`config.mk`:
```
export PLATFORM = sky130hd
export DESIGN_NAME = cmd_ring_ctrl
export DESIGN_NICKNAME = d
export VERILOG_FILES = /design/src/rtl/cmd_ring_pkg.sv /design/src/rtl/cr_regs.sv /design/src/rtl/cr_decode.sv /design/src/rtl/cr_fetch.sv /design/src/rtl/cmd_ring_ctrl.sv
export SDC_FILE = /design/constraint.sdc
export NUM_CORES = 1
export LEC_CHECK = 0
export ABC_AREA = 1
export BUFFER_PORTS_ARGS = -buffer_cell sky130_fd_sc_hd__buf_2
export CAP_MARGIN = 10
export CORE_MARGIN = 1
export CORE_UTILIZATION = 35
export DETAILED_ROUTE_END_ITERATION = 8
export PLACE_DENSITY = 0.51
export SYNTH_ARGS = -nofsm -noshare
export SYNTH_HDL_FRONTEND = slang
export SYNTH_HIERARCHICAL = 1
export SYNTH_SLANG_ARGS = --single-unit
```
`constraint.sdc`:
```
create_clock -name clk -period 4.4 [get_ports clk]
set_input_delay 0.88 -clock clk [delete_from_list [all_inputs] [get_ports clk]]
set_output_delay 0.88 -clock clk [all_outputs]
set_load 0.005 [all_outputs]
```
`src/rtl/cmd_ring_pkg.sv`:
```
package cmd_ring_pkg;

   localparam int unsigned ERR_LSB      = 24;
   localparam int unsigned ERR_W        = 7;
   localparam int unsigned CTRL_EN_BIT  = 3;
   localparam logic [7:0]  OP_SYNC      = 8'h46;

   typedef enum logic [ERR_W-1:0] {
      CERR_NONE     = 7'd0,
      CERR_ILLEGAL  = 7'd1,
      CERR_ABORT    = 7'd2,
      CERR_ATC_SYNC = 7'd3
   } cerr_e;

   typedef enum logic [1:0] {
      RSEL_BASE = 2'd0,
      RSEL_PROD = 2'd1,
      RSEL_CONS = 2'd2,
      RSEL_CTRL = 2'd3
   } rsel_e;

   function automatic logic op_supported(input logic [7:0] op);
      logic ok;
      case (op)
         8'h01, 8'h02, 8'h03, 8'h04, 8'h05, 8'h06, 8'h07,
         8'h10, 8'h11, 8'h12, 8'h13, 8'h18, 8'h1A,
         8'h20, 8'h21, 8'h22, 8'h23, 8'h28, 8'h2A, 8'h30,
         8'h40, 8'h41, 8'h44, 8'h45, 8'h46: ok = 1'b1;
         default:                           ok = 1'b0;
      endcase
      return ok;
   endfunction

endpackage

```
`src/rtl/cr_regs.sv`:
```
module cr_regs
   import cmd_ring_pkg::*;
#(
   parameter int unsigned MAX_LOG2    = 4,
   parameter int unsigned ADDR_W      = 52,
   parameter int unsigned ENTRY_SHIFT = 4,
   localparam int unsigned LGW        = $clog2(MAX_LOG2 + 1)
) (
   input  logic              clk,
   input  logic              rst_n,
   input  logic              reg_we,
   input  logic [1:0]        reg_sel,
   input  logic [63:0]       reg_wdata,
   input  logic [1:0]        rd_sel,
   output logic [63:0]       rd_data,
   input  logic              cons_inc,
   input  logic              err_set,
   input  cerr_e             err_code_in,
   output logic [31:0]       prod_q,
   output logic [31:0]       cons_q,
   output logic [31:0]       wi_mask,
   output logic              ctrl_en,
   output logic [ERR_W-1:0]  err_code,
   output logic              ring_empty,
   output logic              ring_full,
   output logic [ADDR_W-1:0] entry_addr
);

   logic [ADDR_W-7:0] base_q;
   logic [4:0]        lg_raw_q;
   logic [31:0]       ctrl_q;
   logic [LGW-1:0]    lg;
   logic [31:0]       lg32;
   logic [31:0]       idx_mask;
   logic [31:0]       diff;
   logic [31:0]       cons_bumped;

   wire unused_wdata_bits = ^{reg_wdata[63:ADDR_W], reg_wdata[5]};

   assign lg   = (lg_raw_q > 5'(MAX_LOG2)) ? LGW'(MAX_LOG2) : LGW'(lg_raw_q);
   assign lg32 = 32'(lg);

   // Masks for the live index bits and index-plus-wrap bits.
   for (genvar i = 0; i < 32; i++) begin : g_mask
      if (i <= MAX_LOG2) begin : g_live
         assign wi_mask[i]  = (lg32 >= 32'(i));
         assign idx_mask[i] = (lg32 >  32'(i));
      end else begin : g_dead
         assign wi_mask[i]  = 1'b0;
         assign idx_mask[i] = 1'b0;
      end
   end

   assign diff        = (prod_q ^ cons_q) & wi_mask;
   assign ring_empty  = (diff == 32'd0);
   assign ring_full   = (diff == (wi_mask ^ idx_mask));
   assign cons_bumped = (cons_q & ~wi_mask) | ((cons_q + 32'd1) & wi_mask);
   assign entry_addr  = {base_q, 6'b0}
                      + (ADDR_W'(cons_q & idx_mask) << ENTRY_SHIFT);
   assign ctrl_en     = ctrl_q[CTRL_EN_BIT];
   assign err_code    = cons_q[ERR_LSB +: ERR_W];

   always_ff @(posedge clk) begin
      if (!rst_n) begin
         base_q   <= '0;
         lg_raw_q <= '0;
         prod_q   <= '0;
         cons_q   <= '0;
         ctrl_q   <= '0;
      end else begin
         if (reg_we && reg_sel == RSEL_BASE) begin
            base_q   <= reg_wdata[ADDR_W-1:6];
            lg_raw_q <= reg_wdata[4:0];
         end
         if (reg_we && reg_sel == RSEL_PROD) prod_q <= reg_wdata[31:0];
         if (reg_we && reg_sel == RSEL_CTRL) ctrl_q <= reg_wdata[31:0];
         // Software write wins over any hardware update of the consumer.
         if (reg_we && reg_sel == RSEL_CONS)
            cons_q <= reg_wdata[31:0];
         else if (err_set)
            cons_q[ERR_LSB +: ERR_W] <= err_code_in;
         else if (cons_inc)
            cons_q <= cons_bumped;
      end
   end

   always_comb begin
      unique case (rsel_e'(rd_sel))
         RSEL_BASE: rd_data = 64'({base_q, 1'b0, 5'(lg)});
         RSEL_PROD: rd_data = 64'(prod_q);
         RSEL_CONS: rd_data = 64'(cons_q);
         RSEL_CTRL: rd_data = 64'(ctrl_q);
         default:   rd_data = 64'(unused_wdata_bits & 1'b0);
      endcase
   end

endmodule

```
`src/rtl/cr_decode.sv`:
```
module cr_decode
   import cmd_ring_pkg::*;
#(
   parameter bit STRICT_SYNC = 1'b1
) (
   input  logic [7:0] op,
   input  logic [1:0] cs,
   output logic [1:0] sync_sig,
   output logic       legal
);

   logic is_sync;
   assign is_sync  = (op == OP_SYNC);
   assign sync_sig = is_sync ? cs : 2'd0;

   if (STRICT_SYNC) begin : g_strict
      assign legal = op_supported(op) && !(is_sync && cs == 2'd3);
   end else begin : g_lax
      assign legal = op_supported(op);
   end

endmodule

```
`src/rtl/cr_fetch.sv`:
```
module cr_fetch
   import cmd_ring_pkg::*;
#(
   parameter int unsigned ADDR_W      = 52,
   parameter int unsigned ENTRY_WORDS = 4,
   localparam int unsigned WI_W       = $clog2(ENTRY_WORDS),
   localparam int unsigned CMD_W      = 32 * ENTRY_WORDS
) (
   input  logic              clk,
   input  logic              rst_n,
   input  logic              start_ok,
   input  logic [ADDR_W-1:0] entry_addr,
   input  logic              legal,
   output logic              mem_req_valid,
   input  logic              mem_req_ready,
   output logic [ADDR_W-1:0] mem_req_addr,
   input  logic              mem_rsp_valid,
   input  logic [31:0]       mem_rsp_data,
   input  logic              mem_rsp_err,
   output logic              cmd_valid,
   input  logic              cmd_ready,
   output logic [CMD_W-1:0]  cmd_words,
   output logic              cons_inc,
   output logic              err_set,
   output cerr_e             err_code,
   output logic              idle
);

   typedef enum logic [1:0] {S_IDLE, S_ISSUE, S_AWAIT, S_PRESENT} fst_e;

   localparam logic [WI_W-1:0] LAST_W = WI_W'(ENTRY_WORDS - 1);

   fst_e              state_q;
   logic [WI_W-1:0]   widx_q;
   logic [ADDR_W-1:0] addr_q;
   logic [CMD_W-1:0]  words_q;
   logic              last_rsp;

   assign last_rsp      = (widx_q == LAST_W);
   assign mem_req_valid = (state_q == S_ISSUE);
   assign mem_req_addr  = addr_q + ADDR_W'({widx_q, 2'b00});
   assign cmd_valid     = (state_q == S_PRESENT);
   assign cmd_words     = words_q;
   assign cons_inc      = (state_q == S_PRESENT) && cmd_ready;
   assign idle          = (state_q == S_IDLE);

   always_comb begin
      err_set  = 1'b0;
      err_code = CERR_NONE;
      if (state_q == S_AWAIT && mem_rsp_valid) begin
         if (mem_rsp_err) begin
            err_set  = 1'b1;
            err_code = CERR_ABORT;
         end else if (last_rsp && !legal) begin
            err_set  = 1'b1;
            err_code = CERR_ILLEGAL;
         end
      end
   end

   always_ff @(posedge clk) begin
      if (!rst_n) begin
         state_q <= S_IDLE;
         widx_q  <= '0;
         addr_q  <= '0;
         words_q <= '0;
      end else begin
         unique case (state_q)
            S_IDLE: if (start_ok) begin
               addr_q  <= entry_addr;
               widx_q  <= '0;
               state_q <= S_ISSUE;
            end
            S_ISSUE: if (mem_req_ready) state_q <= S_AWAIT;
            S_AWAIT: if (mem_rsp_valid) begin
               if (mem_rsp_err) begin
                  state_q <= S_IDLE;
               end else begin
                  words_q[32*widx_q +: 32] <= mem_rsp_data;
                  if (!last_rsp) begin
                     widx_q  <= widx_q + WI_W'(1);
                     state_q <= S_ISSUE;
                  end else begin
                     state_q <= legal ? S_PRESENT : S_IDLE;
                  end
               end
            end
            S_PRESENT: if (cmd_ready) state_q <= S_IDLE;
            default: state_q <= S_IDLE;
         endcase
      end
   end

endmodule

```
`src/rtl/cmd_ring_ctrl.sv`:
```
module cmd_ring_ctrl
   import cmd_ring_pkg::*;
#(
   parameter int unsigned MAX_LOG2    = 4,
   parameter int unsigned ADDR_W      = 52,
   parameter int unsigned ENTRY_WORDS = 4,
   parameter bit          STRICT_SYNC = 1'b1,
   localparam int unsigned CMD_W       = 32 * ENTRY_WORDS,
   localparam int unsigned ENTRY_SHIFT = $clog2(ENTRY_WORDS * 4)
) (
   input  logic              clk,
   input  logic              rst_n,
   input  logic              reg_we,
   input  logic [1:0]        reg_sel,
   input  logic [63:0]       reg_wdata,
   input  logic [1:0]        rd_sel,
   output logic [63:0]       rd_data,
   output logic              ring_empty,
   output logic              ring_full,
   output logic              mem_req_valid,
   input  logic              mem_req_ready,
   output logic [ADDR_W-1:0] mem_req_addr,
   input  logic              mem_rsp_valid,
   input  logic [31:0]       mem_rsp_data,
   input  logic              mem_rsp_err,
   output logic              cmd_valid,
   input  logic              cmd_ready,
   output logic [7:0]        cmd_opcode,
   output logic [1:0]        cmd_sync,
   output logic [CMD_W-1:0]  cmd_words
);

   if (MAX_LOG2 < 1 || MAX_LOG2 > 19) begin : g_bad_log2
      $error("MAX_LOG2 must keep index and wrap bit below the error field");
   end
   if (ADDR_W < 16 || ADDR_W > 60) begin : g_bad_addr
      $error("ADDR_W out of supported range");
   end
   if (ENTRY_WORDS < 2 || (ENTRY_WORDS & (ENTRY_WORDS - 1)) != 0) begin : g_bad_words
      $error("ENTRY_WORDS must be a power of two of at least 2");
   end

   logic [31:0]       prod_q;
   logic [31:0]       cons_q;
   logic [31:0]       wi_mask;
   logic              ctrl_en;
   logic [ERR_W-1:0]  err_code;
   logic [ADDR_W-1:0] entry_addr;
   logic              cons_inc;
   logic              err_set;
   cerr_e             err_code_new;
   logic              legal;
   logic              fetch_idle;
   logic              start_ok;

   assign start_ok   = ctrl_en && !ring_empty && (err_code == '0);
   assign cmd_opcode = cmd_words[7:0];

   cr_regs #(
      .MAX_LOG2   (MAX_LOG2),
      .ADDR_W     (ADDR_W),
      .ENTRY_SHIFT(ENTRY_SHIFT)
   ) u_regs (
      .clk        (clk),
      .rst_n      (rst_n),
      .reg_we     (reg_we),
      .reg_sel    (reg_sel),
      .reg_wdata  (reg_wdata),
      .rd_sel     (rd_sel),
      .rd_data    (rd_data),
      .cons_inc   (cons_inc),
      .err_set    (err_set),
      .err_code_in(err_code_new),
      .prod_q     (prod_q),
      .cons_q     (cons_q),
      .wi_mask    (wi_mask),
      .ctrl_en    (ctrl_en),
      .err_code   (err_code),
      .ring_empty (ring_empty),
      .ring_full  (ring_full),
      .entry_addr (entry_addr)
   );

   cr_fetch #(
      .ADDR_W     (ADDR_W),
      .ENTRY_WORDS(ENTRY_WORDS)
   ) u_fetch (
      .clk          (clk),
      .rst_n        (rst_n),
      .start_ok     (start_ok),
      .entry_addr   (entry_addr),
      .legal        (legal),
      .mem_req_valid(mem_req_valid),
      .mem_req_ready(mem_req_ready),
      .mem_req_addr (mem_req_addr),
      .mem_rsp_valid(mem_rsp_valid),
      .mem_rsp_data (mem_rsp_data),
      .mem_rsp_err  (mem_rsp_err),
      .cmd_valid    (cmd_valid),
      .cmd_ready    (cmd_ready),
      .cmd_words    (cmd_words),
      .cons_inc     (cons_inc),
      .err_set      (err_set),
      .err_code     (err_code_new),
      .idle         (fetch_idle)
   );

   cr_decode #(
      .STRICT_SYNC(STRICT_SYNC)
   ) u_decode (
      .op      (cmd_words[7:0]),
      .cs      (cmd_words[13:12]),
      .sync_sig(cmd_sync),
      .legal   (legal)
   );

endmodule

```
==> impl_metrics.prom, run 1 <==
# TYPE chip_impl_metric gauge
chip_impl_metric{name="sum_of_routed_wire_length_over_all_layers",unit="um"} 62700
chip_impl_metric{name="std_cell_rows",unit=""} 80
chip_impl_info{name="min_path_type",value="reg -> reg"} 1
chip_impl_metric{name="drc",unit=""} 0
chip_impl_metric{name="antenna_found_initial",unit=""} 12
chip_impl_metric{name="grt_start_max_net_pins",unit=""} 196
chip_impl_metric{name="postLayoutSetupSlackWorst",unit="ns"} 0.701
chip_impl_metric{name="critPathRequiredTime",unit="ns"} 3.52
chip_impl_metric{name="final.setup.tns",unit="ns"} 0
chip_impl_metric{name="post-cts-setup-buffers",unit=""} 0
chip_impl_metric{name="clock_skew",unit="ns"} 0.0346
chip_impl_metric{name="vias_after_detailed_routing",unit=""} 17559
chip_impl_info{name="rr_startpoint",value="u_fetch/widx_q[0]$_SDFFE_PN0P_"} 1
chip_impl_metric{name="worstHoldPathCells",unit=""} 2
chip_impl_info{name="worst-setup-path-type",value="reg -> out"} 1
chip_impl_metric{name="wl_per_cell",unit="um"} 18.2
chip_impl_metric{name="clk_latency",unit="ns"} 0.58
chip_impl_metric{name="start_util",unit=""} 0.356
chip_impl_metric{name="hpwlAfterDp",unit="um"} 46000
chip_impl_metric{name="fin_util",unit=""} 0.421
chip_impl_metric{name="drtPass1Iterations",unit=""} 5
chip_impl_metric{name="clkSlewWorstSetupHoldPaths",unit="ns"} 0.06
chip_impl_info{name="hold_path_startpoint",value="u_regs/prod_q[30]$_SDFFE_PN0P_"} 1
chip_impl_metric{name="worstRegToRegCells",unit=""} 7
chip_impl_metric{name="vias_per_cell",unit=""} 5.09
chip_impl_metric{name="ctsLongestPathBuffers",unit=""} 3
chip_impl_metric{name="grt_first_pass_wirelength",unit="um"} 96300
chip_impl_metric{name="hold_violation_count_in_the_final_report",unit=""} 0
chip_impl_metric{name="globalRoute.totalOverflow",unit=""} 0
chip_impl_metric{name="ctsHtreeMaxLevel",unit=""} 2
chip_impl_metric{name="synthCells",unit=""} 2547
chip_impl_metric{name="p_leak",unit="uW"} 0.00814
chip_impl_metric{name="vias_in_the_first_global_route",unit=""} 16374
chip_impl_metric{name="ioPinCount",unit=""} 365
chip_impl_metric{name="syn-mean-instance-area",unit="sq um"} 6.69
chip_impl_metric{name="tritoncts_num_sinks",unit=""} 331
chip_impl_metric{name="dieHeight",unit="um"} 223
chip_impl_info{name="worstHoldEndpoint",value="u_regs/prod_q[30]$_SDFFE_PN0P_"} 1
chip_impl_metric{name="slew-limit-headroom",unit=""} 0.292
chip_impl_metric{name="grt.total_usage",unit=""} 0.249
chip_impl_metric{name="path_max_fanout",unit=""} 8
chip_impl_info{name="critical_path.endpoint_type",value="output port"} 1
chip_impl_metric{name="min_period_over_period",unit=""} 0.841
chip_impl_info{name="run_status",value="completed"} 1
chip_impl_metric{name="final-setup-viol-count",unit=""} 0
chip_impl_metric{name="drv_slew",unit=""} 0
chip_impl_metric{name="post_synthesis_instance_area",unit="sq um"} 17000
chip_impl_metric{name="drt-initial-drc-count",unit=""} 1386
chip_impl_metric{name="power_density",unit="nW/um^2"} 358
chip_impl_metric{name="dpl_worst_slack",unit="ns"} 1.08
chip_impl_info{name="grt_setup_unrepaired",value="no"} 1
chip_impl_metric{name="cp_data_arrival_time",unit="ns"} 2.82
chip_impl_metric{name="yosysWarnings",unit=""} 6
chip_impl_metric{name="gpl.final_weighted_congestion",unit=""} 0.944
chip_impl_metric{name="cts-resized-gates",unit=""} 0
chip_impl_metric{name="finish.net_count",unit=""} 2922
chip_impl_metric{name="achievable-frequency",unit="MHz"} 270
chip_impl_metric{name="drive_gt1_frac",unit=""} 0.168
chip_impl_metric{name="dieArea",unit="sq um"} 49600
chip_impl_info{name="tritoncts",value="built"} 1
chip_impl_metric{name="hold_buffers",unit=""} 0
chip_impl_info{name="start_kind",value="flip-flop"} 1
chip_impl_metric{name="peakVddDrop",unit="mV"} 0.267
chip_impl_metric{name="maxCapViolCount",unit=""} 0
chip_impl_metric{name="final.min_clock_period",unit="ns"} 3.70
chip_impl_metric{name="horizontal_die_dimension",unit="um"} 223
chip_impl_metric{name="fp.coreArea",unit="sq um"} 47800
chip_impl_metric{name="buffer_ports.inserted",unit=""} 340
chip_impl_metric{name="worst_pin_slew",unit="ns"} 1.06
chip_impl_metric{name="tritoncts.num_buffers",unit=""} 41
chip_impl_metric{name="synthesis_to_layout_area_growth",unit="%"} 18.2
chip_impl_info{name="reg2reg_end",value="u_fetch/cmd_words[92]$_SDFFE_PN0P_"} 1
chip_impl_info{name="clock_tree_root",value="sky130_fd_sc_hd__clkbuf_16"} 1
chip_impl_metric{name="ff2ff_setup_slack",unit="ns"} 1.17
chip_impl_metric{name="route.antenna.remaining_nets",unit=""} 0
## worst max-delay path, cell delays in order, from the launching register on
cell and delay (ns):
sky130_fd_sc_hd__dfxtp_1 0.58, sky130_fd_sc_hd__ha_1 0.26, sky130_fd_sc_hd__fa_1 0.21, sky130_fd_sc_hd__nand2_1 0.09, sky130_fd_sc_hd__nor2_4 0.20, sky130_fd_sc_hd__nand3_2 0.14
sky130_fd_sc_hd__nor2_1 0.34, sky130_fd_sc_hd__xor2_1 0.25, sky130_fd_sc_hd__buf_2 0.16
## report_power, final
group / switching [uW] / internal (uW)
clock network: 1380 / 1840
logic: 527 / 252
registers: 111 / 3110
## state kept, by name, summed over array words and instances, names as in the netlist, named ones only
register / flops
u_fetch/cmd_words: 128
u_regs/lg_raw_q: 5
u_regs/base_q: 46
u_fetch/state_q: 2
u_fetch/addr_q: 52
u_regs/prod_q: 32
u_regs/ctrl_q: 32
u_regs/cons_q: 28
u_fetch/widx_q: 2
## metrics by stage
| stage | hold WS (ns) | total power (uW) | instance area, sq um | instances |
|---|---|---|---|---|
| floorplan | 0.424 | 3750 | 17100 | 2567 |
| CTS | 0.445 | 7300 | 20100 | 3446 |
| global route | 0.466 | 7530 | 20100 | 3449 |
| detailed placement | 0.436 | 4060 | 18800 | 3374 |
| finish | 0.442 | 7210 | 20100 | 3450 |
| global placement | 0.433 | 4050 | 18800 | 3374 |
## worst max path at each step
stage                                   startpoint                to  slack (ns)
floorplan           u_fetch/widx_q[0]$_SDFFE_PN0P_  mem_req_addr[32]        1.82
global placement                         rd_sel[0]       rd_data[10]        1.08
detailed placement                       rd_sel[0]       rd_data[22]        1.08
CTS                 u_fetch/widx_q[0]$_SDFFE_PN0P_  mem_req_addr[36]        0.65
global route        u_fetch/widx_q[0]$_SDFFE_PN0P_  mem_req_addr[32]        0.48
finish              u_fetch/widx_q[0]$_SDFFE_PN0P_  mem_req_addr[16]        0.70
## metal layers
metal  part of all wire  GRT usage  vias up  routed length, um
met5             0.0014          0        -                 87
met2               0.43      0.375      535              27100
li1                   -          -     8742                  -
met3              0.065     0.0483      114               4100
met4              0.027     0.0801       14               1720
met1               0.47      0.354     8154              29700
## cell usage in the layout, fill, tap and decap left out, types with 4 or more instances in the layout
| cell | instances |
|---|---|
| sky130_fd_sc_hd__inv_1 | 177 |
| sky130_fd_sc_hd__a21oi_1 | 218 |
| sky130_fd_sc_hd__dfxtp_1 | 331 |
| sky130_fd_sc_hd__buf_4 | 25 |
| sky130_fd_sc_hd__nand2_2 | 8 |
| sky130_fd_sc_hd__xor2_1 | 34 |
| sky130_fd_sc_hd__nand2_1 | 542 |
| sky130_fd_sc_hd__nor2_4 | 5 |
| sky130_fd_sc_hd__nand2_4 | 4 |
| sky130_fd_sc_hd__clkinv_2 | 6 |
| sky130_fd_sc_hd__ha_1 | 10 |
| sky130_fd_sc_hd__nand3_1 | 95 |
| sky130_fd_sc_hd__clkbuf_1 | 10 |
| sky130_fd_sc_hd__a31oi_1 | 9 |
| sky130_fd_sc_hd__nor2_1 | 489 |
| sky130_fd_sc_hd__nand3_2 | 5 |
| sky130_fd_sc_hd__o21ai_0 | 238 |
| sky130_fd_sc_hd__clkinvlp_4 | 6 |
| sky130_fd_sc_hd__diode_2 | 4 |
| sky130_fd_sc_hd__clkbuf_8 | 6 |
| sky130_fd_sc_hd__inv_2 | 10 |
| sky130_fd_sc_hd__nor2_2 | 9 |
| sky130_fd_sc_hd__conb_1 | 22 |
| sky130_fd_sc_hd__o21ai_1 | 15 |
| sky130_fd_sc_hd__clkbuf_16 | 41 |
| sky130_fd_sc_hd__o2111ai_1 | 21 |
| sky130_fd_sc_hd__xnor2_1 | 34 |
| sky130_fd_sc_hd__buf_2 | 339 |
| sky130_fd_sc_hd__nand4_1 | 93 |
## layout make-up
type	instances	area [sq um]
fillers	5173	27700
multi-input cells	1871	8800
flip-flops and latches	331	6630
repair buffers	366	1920
clock buffers	57	1150
well taps	615	769
inverters	191	718
clock inverters	15	134
diodes	4	10.0
Power figures use the tool's default switching activity.
==> run 2: changes to the inputs <==
- clock period: 4.4 -> 3.61 ns (I/O delays scaled with it)
==> impl_metrics.prom, run 2 (synthesis results as in run 1) <==
# TYPE chip_impl_metric gauge
chip_impl_metric{name="ioPinCount",unit=""} 365
chip_impl_metric{name="cp_data_arrival_time",unit="ns"} 2.57
chip_impl_metric{name="drv_slew",unit=""} 0
chip_impl_metric{name="globalRoute.totalOverflow",unit=""} 0
chip_impl_metric{name="clock_skew",unit="ns"} 0.0241
chip_impl_metric{name="worstRegToRegCells",unit=""} 14
chip_impl_info{name="start_kind",value="flip-flop"} 1
chip_impl_metric{name="achievable-frequency",unit="MHz"} 303
chip_impl_metric{name="seq_power_share",unit=""} 0.442
chip_impl_info{name="tritoncts",value="built"} 1
chip_impl_metric{name="flip_flop_count_of_the_largest_register_after_layout",unit=""} 128
chip_impl_info{name="most-common-layout-cells",value="sky130_fd_sc_hd__nand2_1, sky130_fd_sc_hd__nor2_1, sky130_fd_sc_hd__buf_2"} 1
chip_impl_metric{name="hpwlAfterDp",unit="um"} 45700
chip_impl_info{name="critical_path.endpoint_type",value="output port"} 1
chip_impl_info{name="critical_path.startpoint",value="u_fetch/widx_q[1]$_SDFFE_PN0P_"} 1
chip_impl_info{name="worst-setup-path-type",value="reg -> out"} 1
chip_impl_metric{name="slew-limit-headroom",unit=""} 0.193
chip_impl_metric{name="cellInternalPower",unit="uW"} 6420
chip_impl_info{name="worstSetupEndpoint",value="mem_req_addr[36]"} 1
chip_impl_info{name="rr_startpoint",value="u_regs/lg_raw_q[4]$_SDFFE_PN0P_"} 1
chip_impl_metric{name="drt-initial-drc-count",unit=""} 1518
chip_impl_metric{name="fp.coreArea",unit="sq um"} 47800
chip_impl_metric{name="critPathRequiredTime",unit="ns"} 2.89
chip_impl_metric{name="start_util",unit=""} 0.356
chip_impl_metric{name="synthesis_to_layout_area_growth",unit="%"} 18.4
chip_impl_metric{name="final-setup-viol-count",unit=""} 0
chip_impl_metric{name="drc",unit=""} 0
chip_impl_metric{name="dieHeight",unit="um"} 223
chip_impl_metric{name="ctsHtreeMaxLevel",unit=""} 2
chip_impl_metric{name="drtPass1Iterations",unit=""} 6
chip_impl_metric{name="path_max_fanout",unit=""} 8
chip_impl_metric{name="dieArea",unit="sq um"} 49600
chip_impl_metric{name="hold_buffers",unit=""} 0
chip_impl_metric{name="final.min_clock_period",unit="ns"} 3.30
chip_impl_metric{name="post-cts-setup-buffers",unit=""} 0
chip_impl_metric{name="hold_violation_count_in_the_final_report",unit=""} 0
chip_impl_metric{name="grt_first_pass_wirelength",unit="um"} 95700
chip_impl_metric{name="route.antenna.remaining_nets",unit=""} 0
chip_impl_info{name="mostFrequentLayoutCell",value="sky130_fd_sc_hd__nand2_1"} 1
chip_impl_metric{name="peakVddDrop",unit="mV"} 0.289
chip_impl_metric{name="tritoncts.num_buffers",unit=""} 41
chip_impl_metric{name="finish.cell_count_without_fillers",unit=""} 3451
chip_impl_metric{name="vias_per_cell",unit=""} 5.07
chip_impl_metric{name="horizontal_die_dimension",unit="um"} 223
chip_impl_metric{name="clkPwrFrac",unit=""} 0.451
chip_impl_metric{name="dp.cells",unit=""} 3379
chip_impl_metric{name="buffer_ports.inserted",unit=""} 340
chip_impl_metric{name="std_cell_rows",unit=""} 80
chip_impl_info{name="clock_tree_root",value="sky130_fd_sc_hd__clkbuf_16"} 1
chip_impl_metric{name="clkSlewWorstSetupHoldPaths",unit="ns"} 0.06
chip_impl_metric{name="drive_gt1_frac",unit=""} 0.170
chip_impl_metric{name="finish.net_count",unit=""} 2927
chip_impl_metric{name="share_comb_of_total_power",unit=""} 0.107
chip_impl_metric{name="n_fill_cell",unit=""} 5113
chip_impl_metric{name="vias_after_detailed_routing",unit=""} 17511
chip_impl_metric{name="power_density",unit="nW/um^2"} 440
chip_impl_metric{name="worst_pin_slew",unit="ns"} 1.21
chip_impl_metric{name="grt_start_max_net_pins",unit=""} 108
chip_impl_metric{name="vias_in_the_first_global_route",unit=""} 16191
chip_impl_metric{name="ff2ff_setup_slack",unit="ns"} 0.58
chip_impl_metric{name="timing.hold.ws",unit="ns"} 0.435
chip_impl_metric{name="maxCapViolCount",unit=""} 0
chip_impl_metric{name="grt.total_usage",unit=""} 0.247
chip_impl_metric{name="final.setup.tns",unit="ns"} 0
chip_impl_metric{name="gpl.final_weighted_congestion",unit=""} 0.921
chip_impl_metric{name="sum_of_routed_wire_length_over_all_layers",unit="um"} 62900
chip_impl_metric{name="tritoncts_num_sinks",unit=""} 331
chip_impl_metric{name="p_leak",unit="uW"} 0.00818
chip_impl_metric{name="swShare",unit=""} 0.276
chip_impl_metric{name="antenna_found_initial",unit=""} 9
chip_impl_metric{name="clk_latency",unit="ns"} 0.57
chip_impl_metric{name="p_sw",unit="uW"} 2450
chip_impl_info{name="min_path_type",value="in -> reg"} 1
chip_impl_metric{name="wl_per_cell",unit="um"} 18.2
chip_impl_metric{name="ctsLongestPathBuffers",unit=""} 3
chip_impl_info{name="run_status",value="completed"} 1
chip_impl_info{name="reg2reg_end",value="u_fetch/addr_q[22]$_SDFFE_PN0P_"} 1
chip_impl_info{name="grt_setup_unrepaired",value="no"} 1
chip_impl_metric{name="cts-resized-gates",unit=""} 0
chip_impl_metric{name="min_period_over_period",unit=""} 0.913
-- run 2: cell types whose count changed in the layout (fill, tap and decap cells not counted), moves of 2 or more --
| cell | before | now |
|---|---|---|
| sky130_fd_sc_hd__clkinv_4 | 0 | 2 |
| sky130_fd_sc_hd__bufinv_16 | 0 | 2 |
| sky130_fd_sc_hd__buf_4 | 25 | 30 |
| sky130_fd_sc_hd__clkbuf_1 | 10 | 6 |
| sky130_fd_sc_hd__clkinv_2 | 6 | 8 |
| sky130_fd_sc_hd__clkinvlp_4 | 6 | 4 |
-- run 2: critical path, stage by stage, from the launching register on --
cell	delay, ns
sky130_fd_sc_hd__dfxtp_1	0.50
sky130_fd_sc_hd__fa_1	0.28
sky130_fd_sc_hd__nand2_1	0.10
sky130_fd_sc_hd__nor2_4	0.21
sky130_fd_sc_hd__nand3_1	0.21
sky130_fd_sc_hd__nor2_1	0.21
sky130_fd_sc_hd__nand2_1	0.10
sky130_fd_sc_hd__xnor2_1	0.23
sky130_fd_sc_hd__buf_2	0.16
-- run 2: power by group through the flow --
stage                     clock network (uW)  registers [uW]  logic, uW
after global placement                     0            4000        937
after CTS                               4090            3920        948
final                                   4000            3920        953
after floorplan                            0            3950        615
after detailed placement                   0            4000        946
after global routing                    4250            3940       1060
-- run 2: how the worst min path moves through the flow --
| stage | start | endpoint | slack (ns) | depth (start not counted) |
|---|---|---|---|---|
| 3_3_place_gp | u_regs/prod_q[27]$_SDFFE_PN0P_ | u_regs/prod_q[27]$_SDFFE_PN0P_ | 0.43 | 2 |
| 2_1_floorplan | u_regs/prod_q[19]$_SDFFE_PN0P_ | u_regs/prod_q[19]$_SDFFE_PN0P_ | 0.42 | 2 |
| 6_report | reg_wdata[5] | u_regs/cons_q[5]$_SDFFE_PN0P_ | 0.44 | 3 |
| 5_1_grt | reg_wdata[14] | u_regs/cons_q[14]$_SDFFE_PN0P_ | 0.44 | 3 |
| 3_5_place_dp | u_regs/prod_q[10]$_SDFFE_PN0P_ | u_regs/prod_q[10]$_SDFFE_PN0P_ | 0.43 | 2 |
| 4_1_cts | reg_wdata[5] | u_regs/cons_q[5]$_SDFFE_PN0P_ | 0.41 | 3 |
-- run 2: area by class of cell --
| class | count | area (sq um) | share of cell area |
|---|---|---|---|
| diodes | 3 | 7.51 | 0.000372 |
| clock buffers | 52 | 1120 | 0.0554 |
| clock inverters | 17 | 160 | 0.00794 |
| inverters | 191 | 718 | 0.0356 |
| multi-input cells | 1871 | 8800 | 0.437 |
| flip-flops and latches | 331 | 6630 | 0.329 |
| well taps | 615 | 769 | 0.0382 |
| repair buffers | 371 | 1960 | 0.0973 |
-- run 2: routing by layer --
metal / vias to the layer above / part of all wire / global-route usage
met3: 85 / 0.060 / 0.0376
met4: 10 / 0.023 / 0.0768
met2: 540 / 0.43 / 0.373
met1: 8132 / 0.48 / 0.358
met5: - / 0.00089 / 0
li1: 8744 / - / -
-- run 2: per-stage QoR --
| stage | setup slack [ns] | total power [uW] | cell area, sq um | utilization |
|---|---|---|---|---|
| final | 0.314 | 8870 | 20200 | 0.421 |
| after detailed placement | 0.567 | 4950 | 18900 | 0.395 |
| after floorplan | 1.18 | 4570 | 17100 | - |
| after global routing | 0.0735 | 9240 | 20200 | 0.421 |
| after global placement | 0.599 | 4930 | 18900 | 0.395 |
| after CTS | 0.248 | 8960 | 20200 | 0.421 |
==> run 3: changes to the inputs <==
- CELL_PAD_IN_SITES_DETAIL_PLACEMENT: unset -> 1
- CELL_PAD_IN_SITES_GLOBAL_PLACEMENT: unset -> 2
- CORE_UTILIZATION: 35 -> 30
- PLACE_DENSITY: 0.51 -> 0.77
==> impl_metrics.prom, run 3 (synthesis results as in run 1) <==
# TYPE chip_impl_metric gauge
chip_impl_metric{name="tritoncts.num_buffers",unit=""} 43
chip_impl_metric{name="buffer_ports.inserted",unit=""} 340
chip_impl_metric{name="grt_start_max_net_pins",unit=""} 108
chip_impl_metric{name="drc",unit=""} 0
chip_impl_info{name="run_status",value="completed"} 1
chip_impl_metric{name="ctsHtreeMaxLevel",unit=""} 2
chip_impl_metric{name="clock_skew",unit="ns"} 0.0244
chip_impl_metric{name="drive_gt1_frac",unit=""} 0.173
chip_impl_info{name="rr_startpoint",value="u_regs/lg_raw_q[1]$_SDFFE_PN0P_"} 1
chip_impl_info{name="critical_path.endpoint_type",value="output port"} 1
chip_impl_metric{name="fp.coreArea",unit="sq um"} 55600
chip_impl_metric{name="antenna_found_initial",unit=""} 11
chip_impl_metric{name="vias_after_detailed_routing",unit=""} 17917
chip_impl_metric{name="cp_data_arrival_time",unit="ns"} 2.62
chip_impl_metric{name="path_max_fanout",unit=""} 8
chip_impl_metric{name="grt.total_usage",unit=""} 0.241
chip_impl_metric{name="hold_buffers",unit=""} 0
chip_impl_metric{name="slew-limit-headroom",unit=""} 0.463
chip_impl_metric{name="horizontal_die_dimension",unit="um"} 240
chip_impl_metric{name="ff2ff_setup_slack",unit="ns"} 0.49
chip_impl_info{name="critical_path.startpoint",value="u_fetch/widx_q[1]$_SDFFE_PN0P_"} 1
chip_impl_info{name="min_path_type",value="in -> reg"} 1
chip_impl_metric{name="final-setup-viol-count",unit=""} 0
chip_impl_metric{name="drtPass1Iterations",unit=""} 5
chip_impl_info{name="mostFrequentLayoutCell",value="sky130_fd_sc_hd__nand2_1"} 1
chip_impl_metric{name="power_density",unit="nW/um^2"} 456
chip_impl_metric{name="min_period_over_period",unit=""} 0.925
chip_impl_metric{name="route.antenna.remaining_nets",unit=""} 0
chip_impl_metric{name="final.min_clock_period",unit="ns"} 3.34
chip_impl_info{name="worstSetupEndpoint",value="mem_req_addr[36]"} 1
chip_impl_metric{name="synthesis_to_layout_area_growth",unit="%"} 21.0
chip_impl_metric{name="flip_flop_count_of_the_largest_register_after_layout",unit=""} 128
chip_impl_metric{name="ctsLongestPathBuffers",unit=""} 3
chip_impl_metric{name="clkSlewWorstSetupHoldPaths",unit="ns"} 0.06
chip_impl_metric{name="clk_latency",unit="ns"} 0.57
chip_impl_metric{name="placedInstanceArea",unit="sq um"} 19100
chip_impl_info{name="most-common-layout-cells",value="sky130_fd_sc_hd__nand2_1, sky130_fd_sc_hd__nor2_1, sky130_fd_sc_hd__buf_2"} 1
chip_impl_metric{name="cts-resized-gates",unit=""} 0
chip_impl_metric{name="dieArea",unit="sq um"} 57700
chip_impl_metric{name="final_design_instance_area_without_fill",unit="sq um"} 20600
chip_impl_metric{name="dieHeight",unit="um"} 240
chip_impl_info{name="start_kind",value="flip-flop"} 1
chip_impl_metric{name="tritoncts_num_sinks",unit=""} 331
chip_impl_metric{name="drt-initial-drc-count",unit=""} 990
chip_impl_metric{name="std_cell_rows",unit=""} 86
chip_impl_info{name="grt_setup_unrepaired",value="no"} 1
chip_impl_metric{name="hold_violation_count_in_the_final_report",unit=""} 0
chip_impl_metric{name="wl_per_cell",unit="um"} 19.7
chip_impl_metric{name="drv_slew",unit=""} 0
chip_impl_metric{name="gpl.final_weighted_congestion",unit=""} 0.877
chip_impl_metric{name="worstRegToRegCells",unit=""} 14
chip_impl_metric{name="peakVddDrop",unit="mV"} 0.275
chip_impl_metric{name="vias_per_cell",unit=""} 4.98
chip_impl_metric{name="vias_in_the_first_global_route",unit=""} 17880
chip_impl_metric{name="sum_of_routed_wire_length_over_all_layers",unit="um"} 70900
chip_impl_metric{name="final.setup.tns",unit="ns"} 0
chip_impl_metric{name="n_fill_cell",unit=""} 7188
chip_impl_metric{name="ioPinCount",unit=""} 365
chip_impl_metric{name="start_util",unit=""} 0.306
chip_impl_info{name="reg2reg_end",value="u_fetch/addr_q[40]$_SDFFE_PN0P_"} 1
chip_impl_metric{name="grt_first_pass_wirelength",unit="um"} 107000
chip_impl_metric{name="critPathRequiredTime",unit="ns"} 2.89
chip_impl_info{name="worst-setup-path-type",value="reg -> out"} 1
chip_impl_metric{name="maxCapViolCount",unit=""} 0
chip_impl_metric{name="globalRoute.totalOverflow",unit=""} 0
chip_impl_info{name="tritoncts",value="built"} 1
chip_impl_metric{name="post-cts-setup-buffers",unit=""} 0
chip_impl_metric{name="p_leak",unit="uW"} 0.00832
chip_impl_metric{name="finish.net_count",unit=""} 2937
chip_impl_metric{name="worst_pin_slew",unit="ns"} 0.806
chip_impl_metric{name="achievable-frequency",unit="MHz"} 299
chip_impl_info{name="clock_tree_root",value="sky130_fd_sc_hd__clkbuf_16"} 1
chip_impl_metric{name="hpwlAfterDp",unit="um"} 52500
run 3: where the power goes:
| part | switching (uW) | internal (uW) | total (uW) |
|---|---|---|---|
| logic | 685 | 314 | 999 |
| clock network | 1740 | 2740 | 4490 |
| registers | 135 | 3790 | 3920 |
| total | 2560 | 6850 | 9410 |
run 3: metrics by stage:
| step | setup WS (ns) | hold slack, ns | power, uW | utilization | cells |
|---|---|---|---|---|---|
| after detailed placement | 0.505 | 0.437 | 4990 | 0.344 | 3519 |
| after CTS | 0.187 | 0.408 | 9510 | 0.370 | 3598 |
| after global placement | 0.594 | 0.431 | 4970 | 0.344 | 3519 |
| after global routing | 0.0127 | 0.433 | 9780 | 0.371 | 3601 |
| final | 0.270 | 0.435 | 9410 | 0.371 | 3601 |
| after floorplan | 1.18 | 0.424 | 4570 | - | 2567 |
run 3: routing by layer:
layer	up-vias	track usage	wire length [um]
met5	-	0	86
met1	8658	0.335	34200
li1	8762	-	-
met3	106	0.0408	3190
met2	377	0.381	31700
met4	14	0.0681	1660
run 3: layout make-up:
| type | count | area [sq um] | area share |
|---|---|---|---|
| clock buffer | 60 | 1190 | 0.0578 |
| clock inverter | 19 | 274 | 0.0133 |
| sequential | 331 | 6630 | 0.321 |
| inverter | 191 | 718 | 0.0348 |
| tap | 748 | 936 | 0.0454 |
| multi-input combinational | 1871 | 8800 | 0.427 |
| timing repair buffer | 379 | 2060 | 0.0999 |
| antenna | 2 | 5.00 | 0.000243 |
run 3: worst min path at each step:
stage / from / endpoint / depth (start not counted)
5_1_grt: reg_wdata[5] / u_regs/cons_q[5]$_SDFFE_PN0P_ / 3
3_5_place_dp: u_regs/prod_q[15]$_SDFFE_PN0P_ / u_regs/prod_q[15]$_SDFFE_PN0P_ / 2
2_1_floorplan: u_regs/prod_q[19]$_SDFFE_PN0P_ / u_regs/prod_q[19]$_SDFFE_PN0P_ / 2
3_3_place_gp: u_regs/prod_q[31]$_SDFFE_PN0P_ / u_regs/prod_q[31]$_SDFFE_PN0P_ / 2
4_1_cts: reg_wdata[7] / u_regs/cons_q[7]$_SDFFE_PN0P_ / 3
6_report: reg_wdata[7] / u_regs/cons_q[7]$_SDFFE_PN0P_ / 3
run 3: critical path: stages (launching register included):
cell	delay (ns)
sky130_fd_sc_hd__dfxtp_1	0.53
sky130_fd_sc_hd__fa_1	0.29
sky130_fd_sc_hd__nand2_1	0.10
sky130_fd_sc_hd__nor2_4	0.22
sky130_fd_sc_hd__nand3_1	0.24
sky130_fd_sc_hd__nor2_1	0.21
sky130_fd_sc_hd__nand2_1	0.09
sky130_fd_sc_hd__xnor2_1	0.23
sky130_fd_sc_hd__buf_2	0.16
